$ cat config.mk
export PLATFORM = sky130hd
export DESIGN_NAME = mem_page_router
export DESIGN_NICKNAME = d
export VERILOG_FILES = /design/src/rtl/mpr_pkg.sv /design/src/rtl/mpr_low_route.sv /design/src/rtl/mpr_high_route.sv /design/src/rtl/mpr_out_stage.sv /design/src/rtl/mem_page_router.sv
export SDC_FILE = /design/constraint.sdc
export NUM_CORES = 1
export LEC_CHECK = 0
export ABC_AREA = 1
export CAP_MARGIN = 20
export CELL_PAD_IN_SITES_DETAIL_PLACEMENT = 1
export CELL_PAD_IN_SITES_GLOBAL_PLACEMENT = 2
export CORE_ASPECT_RATIO = 1.2
export CORE_MARGIN = 10
export CORE_UTILIZATION = 31
export DETAILED_ROUTE_END_ITERATION = 8
export DONT_BUFFER_PORTS = 1
export GPL_ROUTABILITY_DRIVEN = 0
export HOLD_SLACK_MARGIN = 0.15
export PLACE_DENSITY = 0.77
export SLEW_MARGIN = 20
export SYNTH_ARGS = -nofsm -noshare
export SYNTH_HDL_FRONTEND = slang
export SYNTH_HIERARCHICAL = 1
export SYNTH_SLANG_ARGS = --single-unit
$ cat constraint.sdc
create_clock -name clk -period 0.8 [get_ports clk]
set_input_delay 0.12 -clock clk [delete_from_list [all_inputs] [get_ports clk]]
set_output_delay 0.12 -clock clk [all_outputs]
set_load 0.005 [all_outputs]
$ cat src/rtl/mpr_pkg.sv
package mpr_pkg;

   localparam int RGN_N    = 7;
   localparam int RGN_MAIN = 0;
   localparam int RGN_AUX  = 1;
   localparam int RGN_IO   = 2;
   localparam int RGN_SLOT = 3;
   localparam int RGN_INT  = 4;
   localparam int RGN_SYS  = 5;
   localparam int RGN_HI   = 6;

   typedef logic [RGN_N-1:0] rgn_t;

   localparam logic [1:0] HSEC_NONE = 2'd0;
   localparam logic [1:0] HSEC_LO1  = 2'd1;
   localparam logic [1:0] HSEC_LO2  = 2'd2;
   localparam logic [1:0] HSEC_UP   = 2'd3;

   typedef struct packed {
      rgn_t       region;
      logic       bank_aux;
      logic [1:0] bank_sec;
      logic       wr_ok;
   } route_t;

   localparam int ROUTE_W = $bits(route_t);

   function automatic rgn_t rgn_bit(input int idx);
      rgn_t v;
      v = '0;
      v[idx] = 1'b1;
      return v;
   endfunction

endpackage

$ cat src/rtl/mpr_low_route.sv
module mpr_low_route
   import mpr_pkg::*;
#(
   parameter int unsigned          PAGE_W    = 8,
   parameter logic [PAGE_W-1:0]    STACK_TOP = 'h02,
   parameter logic [PAGE_W-1:0]    TXT_FIRST = 'h04,
   parameter logic [PAGE_W-1:0]    TXT_LAST  = 'h07,
   parameter logic [PAGE_W-1:0]    GFX_FIRST = 'h20,
   parameter logic [PAGE_W-1:0]    GFX_LAST  = 'h3F
) (
   input  logic [PAGE_W-1:0] page,
   input  logic              wr,
   input  logic              sel_aux_rd,
   input  logic              sel_aux_wr,
   input  logic              alt_low,
   input  logic              disp_split,
   input  logic              disp_pg2,
   input  logic              disp_gfx,
   output route_t            rt
);

   logic in_stack;
   logic in_txt;
   logic in_gfx;
   logic global_aux;
   logic use_aux;

   always_comb begin
      in_stack   = (page < STACK_TOP);
      in_txt     = (page >= TXT_FIRST) && (page <= TXT_LAST);
      in_gfx     = (page >= GFX_FIRST) && (page <= GFX_LAST);
      global_aux = wr ? sel_aux_wr : sel_aux_rd;

      // display override ranks above the global selects
      use_aux = global_aux;
      if (in_stack)
         use_aux = alt_low;
      else if (disp_split && in_txt)
         use_aux = disp_pg2;
      else if (disp_split && in_gfx && disp_gfx)
         use_aux = disp_pg2;
      else if (disp_split && in_gfx && disp_pg2)
         use_aux = 1'b0;

      rt        = '0;
      rt.region = use_aux ? rgn_bit(RGN_AUX) : rgn_bit(RGN_MAIN);
      rt.wr_ok  = wr;
   end

endmodule

$ cat src/rtl/mpr_high_route.sv
module mpr_high_route
   import mpr_pkg::*;
#(
   parameter int unsigned          PAGE_W   = 8,
   parameter logic [PAGE_W-1:0]    IO_PAGE  = 'hC0,
   parameter logic [PAGE_W-1:0]    CX_LAST  = 'hCF,
   parameter logic [PAGE_W-1:0]    HI_UPPER = 'hE0
) (
   input  logic [PAGE_W-1:0] page,
   input  logic              wr,
   input  logic              alt_low,
   input  logic              cx_internal,
   input  logic              hi_rd_ram,
   input  logic              hi_wr_ram,
   input  logic              hi_bank1,
   output route_t            rt
);

   logic hi_ram;

   always_comb begin
      hi_ram = wr ? hi_wr_ram : hi_rd_ram;
      rt     = '0;
      if (page == IO_PAGE) begin
         rt.region = rgn_bit(RGN_IO);
         rt.wr_ok  = wr;
      end else if (page <= CX_LAST) begin
         // ROM window: writes fall through with no target
         if (!wr)
            rt.region = cx_internal ? rgn_bit(RGN_INT) : rgn_bit(RGN_SLOT);
      end else if (hi_ram) begin
         rt.region   = rgn_bit(RGN_HI);
         rt.bank_aux = alt_low;
         if (page >= HI_UPPER)
            rt.bank_sec = HSEC_UP;
         else
            rt.bank_sec = hi_bank1 ? HSEC_LO1 : HSEC_LO2;
         rt.wr_ok    = wr;
      end else if (!wr) begin
         rt.region = rgn_bit(RGN_SYS);
      end
   end

endmodule

$ cat src/rtl/mpr_out_stage.sv
module mpr_out_stage
   import mpr_pkg::*;
#(
   parameter bit REG_OUT = 1'b1
) (
   input  logic   clk,
   input  logic   rst_n,
   input  route_t d,
   output route_t q
);

   generate
      if (REG_OUT) begin : g_reg
         route_t q_r;
         always_ff @(posedge clk or negedge rst_n) begin
            if (!rst_n)
               q_r <= '0;
            else
               q_r <= d;
         end
         assign q = q_r;
      end else begin : g_comb
         assign q = d;
      end
   endgenerate

endmodule

$ cat src/rtl/mem_page_router.sv
module mem_page_router
   import mpr_pkg::*;
#(
   parameter int unsigned          PAGE_W    = 8,
   parameter logic [PAGE_W-1:0]    STACK_TOP = 'h02,
   parameter logic [PAGE_W-1:0]    TXT_FIRST = 'h04,
   parameter logic [PAGE_W-1:0]    TXT_LAST  = 'h07,
   parameter logic [PAGE_W-1:0]    GFX_FIRST = 'h20,
   parameter logic [PAGE_W-1:0]    GFX_LAST  = 'h3F,
   parameter logic [PAGE_W-1:0]    IO_PAGE   = 'hC0,
   parameter logic [PAGE_W-1:0]    CX_LAST   = 'hCF,
   parameter logic [PAGE_W-1:0]    HI_UPPER  = 'hE0,
   parameter bit                   REG_OUT   = 1'b1
) (
   input  logic              clk,
   input  logic              rst_n,
   input  logic [PAGE_W-1:0] addr_page,
   input  logic              wr,
   input  logic              sel_aux_rd,
   input  logic              sel_aux_wr,
   input  logic              alt_low,
   input  logic              disp_split,
   input  logic              disp_pg2,
   input  logic              disp_gfx,
   input  logic              cx_internal,
   input  logic              hi_rd_ram,
   input  logic              hi_wr_ram,
   input  logic              hi_bank1,
   output logic [6:0]        region_o,
   output logic [2:0]        bank_o,
   output logic              wr_ok_o
);

   localparam logic [PAGE_W-1:0] HI_LOWER = CX_LAST + 1'b1;

   generate
      if (PAGE_W < 8) begin : g_bad_width
         $error("mem_page_router: PAGE_W must be at least 8");
      end
      if (!(STACK_TOP <= TXT_FIRST && TXT_FIRST <= TXT_LAST && TXT_LAST < GFX_FIRST &&
            GFX_FIRST <= GFX_LAST && GFX_LAST < IO_PAGE && IO_PAGE < CX_LAST &&
            CX_LAST < HI_UPPER)) begin : g_bad_map
         $error("mem_page_router: page boundaries out of order");
      end
      if (RGN_N != 7) begin : g_bad_rgn
         $error("mem_page_router: region width mismatch");
      end
   endgenerate

   route_t rt_low;
   route_t rt_high;
   route_t rt_pick;
   route_t rt_out;

   mpr_low_route #(
      .PAGE_W(PAGE_W), .STACK_TOP(STACK_TOP), .TXT_FIRST(TXT_FIRST),
      .TXT_LAST(TXT_LAST), .GFX_FIRST(GFX_FIRST), .GFX_LAST(GFX_LAST)
   ) u_low (
      .page(addr_page), .wr(wr), .sel_aux_rd(sel_aux_rd), .sel_aux_wr(sel_aux_wr),
      .alt_low(alt_low), .disp_split(disp_split), .disp_pg2(disp_pg2),
      .disp_gfx(disp_gfx), .rt(rt_low)
   );

   mpr_high_route #(
      .PAGE_W(PAGE_W), .IO_PAGE(IO_PAGE), .CX_LAST(CX_LAST), .HI_UPPER(HI_UPPER)
   ) u_high (
      .page(addr_page), .wr(wr), .alt_low(alt_low), .cx_internal(cx_internal),
      .hi_rd_ram(hi_rd_ram), .hi_wr_ram(hi_wr_ram), .hi_bank1(hi_bank1),
      .rt(rt_high)
   );

   assign rt_pick = (addr_page >= IO_PAGE) ? rt_high : rt_low;

   mpr_out_stage #(.REG_OUT(REG_OUT)) u_out (
      .clk(clk), .rst_n(rst_n), .d(rt_pick), .q(rt_out)
   );

   assign region_o = rt_out.region;
   assign bank_o   = {rt_out.bank_aux, rt_out.bank_sec};
   assign wr_ok_o  = rt_out.wr_ok;

   generate
      if (REG_OUT) begin : g_chk
         AST_IO_ROUTE: assert property (@(posedge clk) disable iff (!rst_n)
            (addr_page == IO_PAGE) |=> (region_o == rgn_bit(RGN_IO)))
            else $error("I/O page not routed to I/O");
         AST_ZP_ALT: assert property (@(posedge clk) disable iff (!rst_n)
            (addr_page < STACK_TOP && alt_low) |=> (region_o == rgn_bit(RGN_AUX)))
            else $error("low pages ignore aux copy");
         AST_CX_WR_DROP: assert property (@(posedge clk) disable iff (!rst_n)
            (wr && addr_page > IO_PAGE && addr_page <= CX_LAST) |=> (region_o == '0 && !wr_ok_o))
            else $error("ROM window write not dropped");
         AST_HI_RD_ROM: assert property (@(posedge clk) disable iff (!rst_n)
            (!wr && addr_page >= HI_LOWER && !hi_rd_ram) |=> (region_o == rgn_bit(RGN_SYS)))
            else $error("high read not from system ROM");
         AST_HI_WR_PROT: assert property (@(posedge clk) disable iff (!rst_n)
            (wr && addr_page >= HI_LOWER && !hi_wr_ram) |=> !wr_ok_o)
            else $error("protected high write landed");
         AST_BANK_IDLE: assert property (@(posedge clk) disable iff (!rst_n)
            !region_o[RGN_HI] |-> (bank_o == 3'd0))
            else $error("bank code outside high RAM");
         AST_ONE_REGION: assert property (@(posedge clk) disable iff (!rst_n)
            $onehot0(region_o))
            else $error("more than one region selected");
         AST_READ_NO_WR: assert property (@(posedge clk) disable iff (!rst_n)
            !wr |=> !wr_ok_o)
            else $error("write flag on a read");
      end
   endgenerate

endmodule

## Yosys cells after proc, flatten, opt, wreduce, memory -nomap -nowiden

Index checks and enable logic that the tools add are counted.

| operators by class | value |
|---|---|
| order comparisons | 8 |
| mux-type cells | 20 |
| reduce and logical (&&, ||, !) cells | 6 |
| eq/ne operators | 1 |

Operators with widths:

| cell | number |
|---|---|
| $mux W7 | 4 |
| $ge A8 B8 Y1 const B | 2 |
| $mux W11 | 1 |
| $eq A8 B8 Y1 const B | 1 |
| $ge A8 B3 Y1 const B | 1 |
| $ge A8 B6 Y1 const B | 1 |
| $le A8 B3 Y1 const B | 1 |
| $le A8 B6 Y1 const B | 1 |
| $le A8 B8 Y1 const B | 1 |
| $lt A8 B2 Y1 const B | 1 |
| $mux W4 | 2 |
| $mux W1 | 7 |
| $logic_and A1 B1 Y1 | 6 |
| $mux W2 | 3 |
| $mux W6 | 1 |
| $mux W5 | 1 |
| $mux W3 | 1 |

| storage, ports and cells | value |
|---|---|
| output and inout bits | 11 |
| bits of input ports | 21 |
| word-level logic and storage cells | 39 |
| register bits after elaboration | 11 |

## Depth between registers and ports, before layout

Gate-level depths: netlist of the first run.

| logic depth | value |
|---|---|
| depth in word-level cells | 10 |
| mapped depth | 11 |
| gate-level depth less buffers | 10 |

## Modules after synthesis

The synthesis of the first run kept the hierarchy.

Modules (own cells, without submodules):

| module | cells an instance | area an instance (um^2) | times used |
|---|---|---|---|
| mpr_out_stage | 11 | 275.3 | 1 |
| mpr_high_route | 48 | 231.5 | 1 |
| mpr_low_route | 34 | 186.4 | 1 |
| mem_page_router | 37 | 167.7 | 1 |

## Least setup slack after synthesis of the first run

OpenSTA, ideal clock, no wires.

| path | value |
|---|---|
| path kind | input port to flip-flop |
| start point | input port addr_page[7] |
| end point | register u_out.g_reg.q_r, in the netlist u_out/q[5] |
| slack | -153 ps |
| arrival | 836 ps |
| setup time | 116 ps |
| cell stages on the path | 9 |
| cells stage by stage | nor2_2 > nand2_2 > o21ai_2 > nor2_1 > nor2_1 > nor2_1 > buf_4 > nand2_1 > nand2_1 |

RTL lines:

| what | RTL line | source |
|---|---|---|
| start, declared | mem_page_router.sv:17 | `input logic [PAGE_W-1:0] addr_page,` |
| end signal, assigned | mpr_out_stage.sv:17 | `q_r <= '0;` |
| end signal, assigned | mpr_out_stage.sv:19 | `q_r <= d;` |
| end, declared | mpr_out_stage.sv:14 | `route_t q_r;` |

## Worst setup path after layout of the first run

| path | value |
|---|---|
| start point | register u_out.g_reg.q_r, in the netlist u_out/q[5] |
| end point | output port region_o[1] |

RTL lines:

| what | RTL line | source |
|---|---|---|
| end, declared | mem_page_router.sv:29 | `output logic [6:0] region_o,` |

No word-level cell between the ends.

==> metrics.json, run 1 <==
{
  "cell_row_count": {"value": 20},
  "seqCellArea": {"value": 275, "unit": "µm²"},
  "die_y": {"value": 77.7, "unit": "µm"},
  "timing.final.max_slew_violations": {"value": 0},
  "initial_utilization": {"value": 33.1, "unit": "%"},
  "detail_route.drc_violations": {"value": 0},
  "hold_path_depth": {"value": 2},
  "io-pin-count": {"value": 32},
  "cts_hold_buffers": {"value": 3},
  "outcome": {"value": "complete, but fails checks"},
  "first_global_vias": {"value": 806},
  "leakage": {"value": 0.492, "unit": "nW"},
  "post_dp_cell_area": {"value": 836, "unit": "µm²"},
  "buffer_ports.inserted": {"value": 0},
  "hpwl": {"value": 1830, "unit": "µm"},
  "fp.coreArea": {"value": 0.00260, "unit": "mm²"},
  "setup_viol_count_final": {"value": 0},
  "hold_start": {"value": "addr_page[6]"},
  "cts_post_setup_buffers_inserted": {"value": 0},
  "yosys_top_cell_by_area": {"value": "sky130_fd_sc_hd__dfrtp_1"},
  "ir_worst_vdd": {"value": 0.000753, "unit": "V"},
  "arrival": {"value": 0.65, "unit": "ns"},
  "post_synth_inst_count": {"value": 130},
  "timing.fmax": {"value": 1.31, "unit": "GHz"},
  "largest_register_ffs": {"value": 11},
  "clk_pin_slew": {"value": 0.06, "unit": "ns"},
  "numClockSinks": {"value": 11},
  "overall_die_width": {"value": 68.1, "unit": "µm"},
  "avgRoutedWirePerCell": {"value": 12.8, "unit": "µm"},
  "netlist_top_cells_area": {"value": "sky130_fd_sc_hd__dfrtp_1, sky130_fd_sc_hd__nand2_1, sky130_fd_sc_hd__buf_4"},
  "via_count": {"value": 722},
  "grt_first_pass_wirelength": {"value": 3670, "unit": "µm"},
  "synthDistinctLibCells": {"value": 17},
  "route.detailed.vias_per_inst": {"value": 4.40},
  "clock_tree_from_tritoncts": {"value": "yes"},
  "met3WireLength": {"value": 259, "unit": "µm"},
  "detail_route.first_pass.iterations": {"value": 3},
  "violations": {"value": "negative hold slack"},
  "cts-htree-levels": {"value": 1},
  "clock_path_buffers": {"value": 2},
  "synth.yosys.warnings": {"value": 6},
  "cap_viol_max_count": {"value": 0},
  "initialDrtViolationCount": {"value": 22},
  "mostFrequentLayoutCell": {"value": "sky130_fd_sc_hd__nand2_1"},
  "setup.worst_path.class": {"value": "reg2out"},
  "fin_hold_ws": {"value": -0.00389, "unit": "ns"},
  "ctsRootBufferMaster": {"value": "sky130_fd_sc_hd__clkbuf_4"},
  "die_area": {"value": 0.00529, "unit": "mm²"},
  "timing.critical_path.required": {"value": 0.68, "unit": "ns"},
  "timing.hold.worst.class": {"value": "in2reg"},
  "grt_start_max_net_pins": {"value": 15},
  "critical_path.startpoint_type": {"value": "flip-flop"},
  "post_synth_instance_area": {"value": 861, "unit": "µm²"},
  "synth_area_per_cell": {"value": 6.62, "unit": "µm²"},
  "grt_antenna_before_repair": {"value": 0},
  "finalCritPeriodShare": {"value": 95.7, "unit": "%"},
  "power.total": {"value": 1.17, "unit": "mW"},
  "most-common-layout-cells": {"value": "sky130_fd_sc_hd__nand2_1, sky130_fd_sc_hd__nand3_1, sky130_fd_sc_hd__inv_1, sky130_fd_sc_hd__nor2_1, sky130_fd_sc_hd__dfrtp_1"},
  "detail_route.wirelength.met1": {"value": 746, "unit": "µm"},
  "crit_fanout": {"value": 1},
  "min_period": {"value": 0.765, "unit": "ns"},
  "p_per_area": {"value": 1320, "unit": "mW/mm²"},
  "numCtsBuffers": {"value": 3},
  "gr-usage-all-layers": {"value": 8.66, "unit": "%"},
  "setup_repair_after_global_routing_missed_its_margin": {"value": "true"},
  "n_fill_cell": {"value": 357},
  "top_signal_layer_used": {"value": "met4"},
  "grt_overflow_total": {"value": 0},
  "synth-seq-cells": {"value": 11},
  "drt.antenna.violating_nets": {"value": 0},
  "hold_viol_final": {"value": 3},
  "synth_sequential_area_ratio": {"value": 32.0, "unit": "%"},
  "post_route_cells_drive_above_1_share": {"value": 13.0, "unit": "%"},
  "n_antenna_cell": {"value": 0},
  "worstHoldEndpoint": {"value": "u_out/q[3]$_DFF_PN0_"},
  "design.final.nets": {"value": 153},
  "syn2layout_area_growth": {"value": 3.63, "unit": "%"},
  "worstSetupEndpointType": {"value": "primary output"},
  "route.met2.wl": {"value": 1070, "unit": "µm"},
  "multi_input_area": {"value": 444, "unit": "µm²"},
  "synth_top_area_share": {"value": 32.0, "unit": "%"},
  "postLayoutCellArea": {"value": 892, "unit": "µm²"},
  "wl": {"value": 2090, "unit": "µm"}
}
==> through the flow <==
stage	setup slack (ns)	std cells	TNS (ns)	utilization (%)	hold slack, ns
floorplan	-0.109	138	-0.109	-	-0.176
global placement	-0.0788	157	-0.141	32.1	-0.175
detailed placement	-0.113	157	-0.217	32.1	-0.175
CTS	0.0156	164	0	34.3	-0.0117
global route	-0.00401	164	-0.00562	34.3	-0.00796
finish	0.0345	164	0	34.3	-0.00389
==> cell type report <==
type	instances	area share, %
Inverter	18	7.57
Sequential cell	11	30.9
Clock buffer	4	2.95
Multi-Input combinational cell	94	49.8
Tap cell	33	4.63
Timing Repair Buffer	4	4.21
==> layer usage <==
layer	vias up	global-route usage, %
met5	-	0
met4	0	3.63
met3	2	3.45
met2	23	14.4
met1	322	9.34
li1	375	-
==> synthesized netlist by cell type (all sizes together) <==
library cell / n
conb: 2
nand3: 17
dfrtp: 11
buf: 15
o21bai: 2
inv: 18
nor2: 20
nor3: 2
nand2: 39
o21ai: 4
==> worst max-delay path by stage <==
stage	start	endpoint	slack, ns	depth (start not counted)
2_1_floorplan	addr_page[7]	u_out/q[5]$_DFF_PN0_	-0.11	9
3_3_place_gp	sel_aux_rd	u_out/q[5]$_DFF_PN0_	-0.08	8
3_5_place_dp	sel_aux_rd	u_out/q[5]$_DFF_PN0_	-0.11	8
4_1_cts	u_out/q[1]$_DFF_PN0_	bank_o[0]	0.02	0
5_1_grt	u_out/q[1]$_DFF_PN0_	bank_o[0]	-0.004	0
6_report	u_out/q[5]$_DFF_PN0_	region_o[1]	0.03	0
==> kinds of logic (layout without fill, tap and decap cells) <==
group | Yosys count | after routing | share of synthesized area [%]
flops | 11 | 11 | 32.0
buf+inv | 33 | 26 | 21.4
other cells | 2 | 10 | 0.872
simple gates | 78 | 78 | 40.8
compound gates | 6 | 6 | 4.94
==> repair_timing <==
| item | 4_1_cts | 5_1_grt |
|---|---|---|
| gates resized for setup | 0 | 1 |
| setup endpoints to repair | 0 | 5 |
| hold endpoints to repair | 22 | 9 |
==> where the power goes <==
part	internal, mW	switching [mW]
combinational	0.0779	0.114
clock	0.193	0.167
sequential	0.599	0.0232
total	0.869	0.304
No activity file was read; power rests on OpenSTA's default activity.
==> inputs of run 2 (changes only) <==
--- a/config.mk
+++ b/config.mk
@@ -16,7 +16,7 @@
 export DONT_BUFFER_PORTS = 1
 export GPL_ROUTABILITY_DRIVEN = 0
 export HOLD_SLACK_MARGIN = 0.15
-export PLACE_DENSITY = 0.77
+export PLACE_DENSITY = 0.8
 export SLEW_MARGIN = 20
 export SYNTH_ARGS = -nofsm -noshare
 export SYNTH_HDL_FRONTEND = slang
==> run 2 against run 1 <==
Sequential power barely moved. The flow still finishes with violations (negative hold slack). Combinational power about the same. Non-clock buffer count is the same. Flip-flop and latch count is the same.
==> metrics.json, run 2 (synthesis gave the netlist of run 1 again) <==
{
  "outcome": {"value": "complete, but fails checks"},
  "violations": {"value": "negative hold slack"},
  "crit_fanout": {"value": 1},
  "critical_path.startpoint_type": {"value": "flip-flop"},
  "grt_first_pass_wirelength": {"value": 3520, "unit": "µm"},
  "clock_tree_from_tritoncts": {"value": "yes"},
  "numClockSinks": {"value": 11},
  "timing.final.max_slew_violations": {"value": 0},
  "fp.coreArea": {"value": 0.00260, "unit": "mm²"},
  "route.detailed.vias_per_inst": {"value": 4.41},
  "cts-resized-gates": {"value": 0},
  "worst_slack": {"value": 0.0307, "unit": "ns"},
  "mostFrequentLayoutCell": {"value": "sky130_fd_sc_hd__nand2_1"},
  "timing.fmax": {"value": 1.30, "unit": "GHz"},
  "setup_repair_after_global_routing_missed_its_margin": {"value": "true"},
  "initialDrtViolationCount": {"value": 14},
  "grt_start_max_net_pins": {"value": 15},
  "via_count": {"value": 724},
  "hpwl": {"value": 1780, "unit": "µm"},
  "drt.antenna.violating_nets": {"value": 0},
  "initial_utilization": {"value": 33.1, "unit": "%"},
  "numCtsBuffers": {"value": 3},
  "die_y": {"value": 77.7, "unit": "µm"},
  "p_per_area": {"value": 1320, "unit": "mW/mm²"},
  "n_fill_cell": {"value": 359},
  "detail_route.first_pass.iterations": {"value": 4},
  "post_route_cells_drive_above_1_share": {"value": 13.0, "unit": "%"},
  "ctsRootBufferMaster": {"value": "sky130_fd_sc_hd__clkbuf_4"},
  "dp_worst_setup_slack": {"value": -0.0911, "unit": "ns"},
  "worstSetupEndpointType": {"value": "primary output"},
  "most-common-layout-cells": {"value": "sky130_fd_sc_hd__nand2_1, sky130_fd_sc_hd__nand3_1, sky130_fd_sc_hd__inv_1, sky130_fd_sc_hd__nor2_1, sky130_fd_sc_hd__dfrtp_1"},
  "overall_die_width": {"value": 68.1, "unit": "µm"},
  "gr-usage-all-layers": {"value": 8.29, "unit": "%"},
  "arrival": {"value": 0.65, "unit": "ns"},
  "clock_path_buffers": {"value": 2},
  "hold_viol_final": {"value": 3},
  "wl": {"value": 2110, "unit": "µm"},
  "cts-htree-levels": {"value": 1},
  "setup_viol_count_final": {"value": 0},
  "detail_route.drc_violations": {"value": 0},
  "post_layout_nonfiller_instances": {"value": 164},
  "finalCritPeriodShare": {"value": 96.2, "unit": "%"},
  "timing.hold.worst.class": {"value": "in2reg"},
  "grt_overflow_total": {"value": 0},
  "cts_post_setup_buffers_inserted": {"value": 0},
  "syn2layout_area_growth": {"value": 3.63, "unit": "%"},
  "grt_antenna_before_repair": {"value": 0},
  "timing.critical_path.required": {"value": 0.68, "unit": "ns"},
  "crit_start": {"value": "u_out/q[4]$_DFF_PN0_"},
  "cap_viol_max_count": {"value": 0},
  "totalNegativeSetupSlack": {"value": 0, "unit": "ns"},
  "first_global_vias": {"value": 754},
  "n_antenna_cell": {"value": 0},
  "clk_pin_slew": {"value": 0.07, "unit": "ns"},
  "cell_row_count": {"value": 20},
  "die_area": {"value": 0.00529, "unit": "mm²"},
  "min_period": {"value": 0.769, "unit": "ns"},
  "design.final.nets": {"value": 153},
  "fin_hold_ws": {"value": -0.00409, "unit": "ns"},
  "ir_worst_vdd": {"value": 0.000508, "unit": "V"},
  "avgRoutedWirePerCell": {"value": 12.8, "unit": "µm"},
  "cts_hold_buffers": {"value": 3},
  "io-pin-count": {"value": 32},
  "leakage": {"value": 0.492, "unit": "nW"},
  "worst_setup_path_endpoint": {"value": "region_o[0]"},
  "largest_register_ffs": {"value": 11},
  "number_of_stages_on_the_worst_setup_path": {"value": 0},
  "post-place-cells": {"value": 157},
  "setup.worst_path.class": {"value": "reg2out"},
  "buffer_ports.inserted": {"value": 0}
}
run 2: worst min path at each step:
stage | depth (start not counted) | endpoint | slack (ns) | start
after global routing | 2 | u_out/q[1]$_DFF_PN0_ | -0.01 | addr_page[6]
after floorplan | 0 | u_out/q[0]$_DFF_PN0_ | -0.18 | rst_n
after CTS | 2 | u_out/q[6]$_DFF_PN0_ | -0.02 | addr_page[6]
after global placement | 0 | u_out/q[10]$_DFF_PN0_ | -0.18 | rst_n
after detailed placement | 0 | u_out/q[10]$_DFF_PN0_ | -0.18 | rst_n
final | 2 | u_out/q[6]$_DFF_PN0_ | -0.004 | addr_page[6]
run 2: metrics by stage:
stage | utilization (%) | power [mW] | cell area (µm²)
floorplan | - | 0.833 | 903
global placement | 32.1 | 0.800 | 836
finish | 34.3 | 1.18 | 892
detailed placement | 32.1 | 0.805 | 836
global route | 34.3 | 1.28 | 892
CTS | 34.3 | 1.21 | 892
run 2: area by class of cell:
| class | count | area (µm²) | area share, % |
|---|---|---|---|
| Clock buffer | 4 | 26.3 | 2.95 |
| Inverter | 18 | 67.6 | 7.57 |
| Multi-Input combinational cell | 94 | 444 | 49.8 |
| Sequential cell | 11 | 275 | 30.9 |
| Tap cell | 33 | 41.3 | 4.63 |
| Timing Repair Buffer | 4 | 37.5 | 4.21 |
run 2: where the power goes:
part	leakage (nW)	internal [mW]	switching (mW)	total [mW]
Combinational	0.343	0.0776	0.112	0.190
Clock	0.0150	0.193	0.172	0.364
Sequential	0.134	0.599	0.0231	0.622
run 2: routing by layer:
layer,GRT usage (%),vias up,wire [µm]
met5,0,-,0
met4,3.63,0,14
met3,2.73,2,208
met2,13.4,25,1090
met1,9.50,322,796
li1,-,375,-
==> inputs of run 3 (changes only) <==
--- a/config.mk
+++ b/config.mk
@@ -6,14 +6,14 @@
 export NUM_CORES = 1
 export LEC_CHECK = 0
 export ABC_AREA = 1
+export BUFFER_PORTS_ARGS = -buffer_cell sky130_fd_sc_hd__buf_4
 export CAP_MARGIN = 20
 export CELL_PAD_IN_SITES_DETAIL_PLACEMENT = 1
 export CELL_PAD_IN_SITES_GLOBAL_PLACEMENT = 2
 export CORE_ASPECT_RATIO = 1.2
 export CORE_MARGIN = 10
-export CORE_UTILIZATION = 31
+export CORE_UTILIZATION = 24
 export DETAILED_ROUTE_END_ITERATION = 8
-export DONT_BUFFER_PORTS = 1
 export GPL_ROUTABILITY_DRIVEN = 0
 export HOLD_SLACK_MARGIN = 0.15
 export PLACE_DENSITY = 0.8
==> run 3 against run 2 <==
The run ends with negative setup slack left. Worst setup slack worse by 0.074 ns. Cell area is 39% higher. Sequential share of layout area is 8.6 points lower. First-iteration DRC count grew to 4.3 times the previous value. Cell count is 23% higher. Hold slack better by 0.18 ns. Power is 36% higher. Critical path depth is 1 higher. Flip-flop and latch count stayed put. Non-clock buffer count is 34 higher. Count of clock-buffer cells in the layout stayed put. Global-route usage is 0.32 points lower. Largest power group unchanged.
==> metrics.json, run 3 (synthesis gave the netlist of run 1 again) <==
{
  "outcome": {"value": "complete, but fails checks"},
  "violations": {"value": "negative setup slack"},
  "initialDrtViolationCount": {"value": 60},
  "n_antenna_cell": {"value": 0},
  "finalCritPeriodShare": {"value": 105, "unit": "%"},
  "gr-usage-all-layers": {"value": 7.97, "unit": "%"},
  "timing.hold.worst.class": {"value": "in2reg"},
  "clock_path_buffers": {"value": 2},
  "totalNegativeSetupSlack": {"value": -0.382, "unit": "ns"},
  "avgRoutedWirePerCell": {"value": 12.0, "unit": "µm"},
  "setup.worst_path.class": {"value": "reg2out"},
  "arrival": {"value": 0.72, "unit": "ns"},
  "mostFrequentLayoutCell": {"value": "sky130_fd_sc_hd__nand2_1"},
  "cap_viol_max_count": {"value": 0},
  "io-pin-count": {"value": 32},
  "worst-path-buf-inv": {"value": 1},
  "numCtsBuffers": {"value": 3},
  "ir_worst_vdd": {"value": 0.000373, "unit": "V"},
  "post_dp_cell_area": {"value": 0.00111, "unit": "mm²"},
  "cp_top_family": {"value": "flip-flops"},
  "worst_slack": {"value": -0.0430, "unit": "ns"},
  "timing.final.max_slew_violations": {"value": 0},
  "drt.antenna.violating_nets": {"value": 0},
  "setup_viol_count_final": {"value": 11},
  "crit_start": {"value": "u_out/q[4]$_DFF_PN0_"},
  "ctsRootBufferMaster": {"value": "sky130_fd_sc_hd__clkbuf_8"},
  "slowest_delay": {"value": 0.37, "unit": "ns"},
  "leakage": {"value": 0.685, "unit": "nW"},
  "post_route_cells_drive_above_1_share": {"value": 34.5, "unit": "%"},
  "wl": {"value": 2420, "unit": "µm"},
  "grt_antenna_before_repair": {"value": 0},
  "largest_register_ffs": {"value": 11},
  "multi_input_area": {"value": 459, "unit": "µm²"},
  "cts-htree-levels": {"value": 1},
  "cts_post_setup_buffers_inserted": {"value": 0},
  "setup_repair_after_global_routing_missed_its_margin": {"value": "true"},
  "syn2layout_area_growth": {"value": 43.8, "unit": "%"},
  "timing.fmax": {"value": 1.19, "unit": "GHz"},
  "most-common-layout-cells": {"value": "sky130_fd_sc_hd__nand2_1, sky130_fd_sc_hd__buf_4, sky130_fd_sc_hd__nand3_1"},
  "dp_worst_setup_slack": {"value": -0.265, "unit": "ns"},
  "clock_tree_from_tritoncts": {"value": "yes"},
  "die_area": {"value": 0.00639, "unit": "mm²"},
  "critical_path.startpoint_type": {"value": "flip-flop"},
  "min_period": {"value": 0.843, "unit": "ns"},
  "clk_pin_slew": {"value": 0.05, "unit": "ns"},
  "postLayoutCellArea": {"value": 0.00124, "unit": "mm²"},
  "detail_route.first_pass.iterations": {"value": 2},
  "hold_start": {"value": "hi_rd_ram"},
  "path_cells": {"value": "buf_6"},
  "buffer_ports.inserted": {"value": 31},
  "via_count": {"value": 854},
  "worstSetupEndpointType": {"value": "primary output"},
  "power.total": {"value": 1.60, "unit": "mW"},
  "crit_fanout": {"value": 1},
  "hold_viol_final": {"value": 0},
  "initial_utilization": {"value": 25.4, "unit": "%"},
  "p_per_area": {"value": 1290, "unit": "mW/mm²"},
  "numClockSinks": {"value": 11},
  "timing.critical_path.slowest_stage_cell": {"value": "sky130_fd_sc_hd__dfrtp_1"},
  "seqCellArea": {"value": 275, "unit": "µm²"},
  "fp.coreArea": {"value": 0.00340, "unit": "mm²"},
  "grt_start_max_net_pins": {"value": 13},
  "die_y": {"value": 85.6, "unit": "µm"},
  "grt_overflow_total": {"value": 0},
  "fin_hold_ws": {"value": 0.176, "unit": "ns"},
  "cell_row_count": {"value": 23},
  "overall_die_width": {"value": 74.7, "unit": "µm"},
  "n_fill_cell": {"value": 463},
  "first_global_vias": {"value": 984},
  "design.final.nets": {"value": 187},
  "hpwl": {"value": 2090, "unit": "µm"},
  "grt_first_pass_wirelength": {"value": 4100, "unit": "µm"},
  "detail_route.drc_violations": {"value": 0},
  "timing.critical_path.required": {"value": 0.68, "unit": "ns"},
  "route.detailed.vias_per_inst": {"value": 4.23}
}
## run 3: stage by stage
step | std cells | util (%)
after global placement | 197 | 32.7
after CTS | 202 | 35.7
after floorplan | 138 | -
after global routing | 202 | 36.4
after detailed placement | 197 | 32.7
final | 202 | 36.4
## run 3: final cells by class
cell class | instances | area share (%)
Clock buffer | 4 | 3.64
Inverter | 18 | 5.46
Multi-Input combinational cell | 94 | 37.1
Sequential cell | 11 | 22.2
Tap cell | 37 | 3.74
Timing Repair Buffer | 38 | 27.8
## run 3: repair_timing
action	4_1_cts	5_1_grt
hold buffers	1	0
hold endpoints to repair	11	0
gates resized for setup	12	7
pin swaps	1	2
endpoints found under the setup margin	12	13
## run 3: power breakdown
group          total, mW  switching, mW  leakage [nW]  internal (mW)
Sequential         0.620         0.0194         0.134          0.601
Clock              0.543          0.195        0.0228          0.349
Combinational      0.433          0.203         0.528          0.230
Total               1.60          0.417         0.685           1.18
## run 3: metal layers
layer  GRT usage, %  share of wire (%)  vias to the layer above  routed length [µm]
met3           2.08                5.9                        2                 143
met2           15.2                 54                       22                1310
met4           3.62               0.46                        0                  11
met1           7.56                 40                      390                 956
li1               -                  -                      440                   -
met5              0                  0                        -                   0
## run 3: tightest hold or removal path: stages
cell and delay (ns):
sky130_fd_sc_hd__buf_4 0.09, sky130_fd_sc_hd__nor3_2 0.04, sky130_fd_sc_hd__nand3_1 0.06, sky130_fd_sc_hd__nand2_1 0.05
## run 3: path summary, 6_finish.rpt
path	cells past startpoint	slack, ns	end
min in group asynchronous	2	0.26	u_out/q[1]$_DFF_PN0_
hold / removal	4	0.18	u_out/q[9]$_DFF_PN0_
max in group asynchronous	2	0.40	u_out/q[5]$_DFF_PN0_
setup / recovery	1	-0.04	region_o[0]
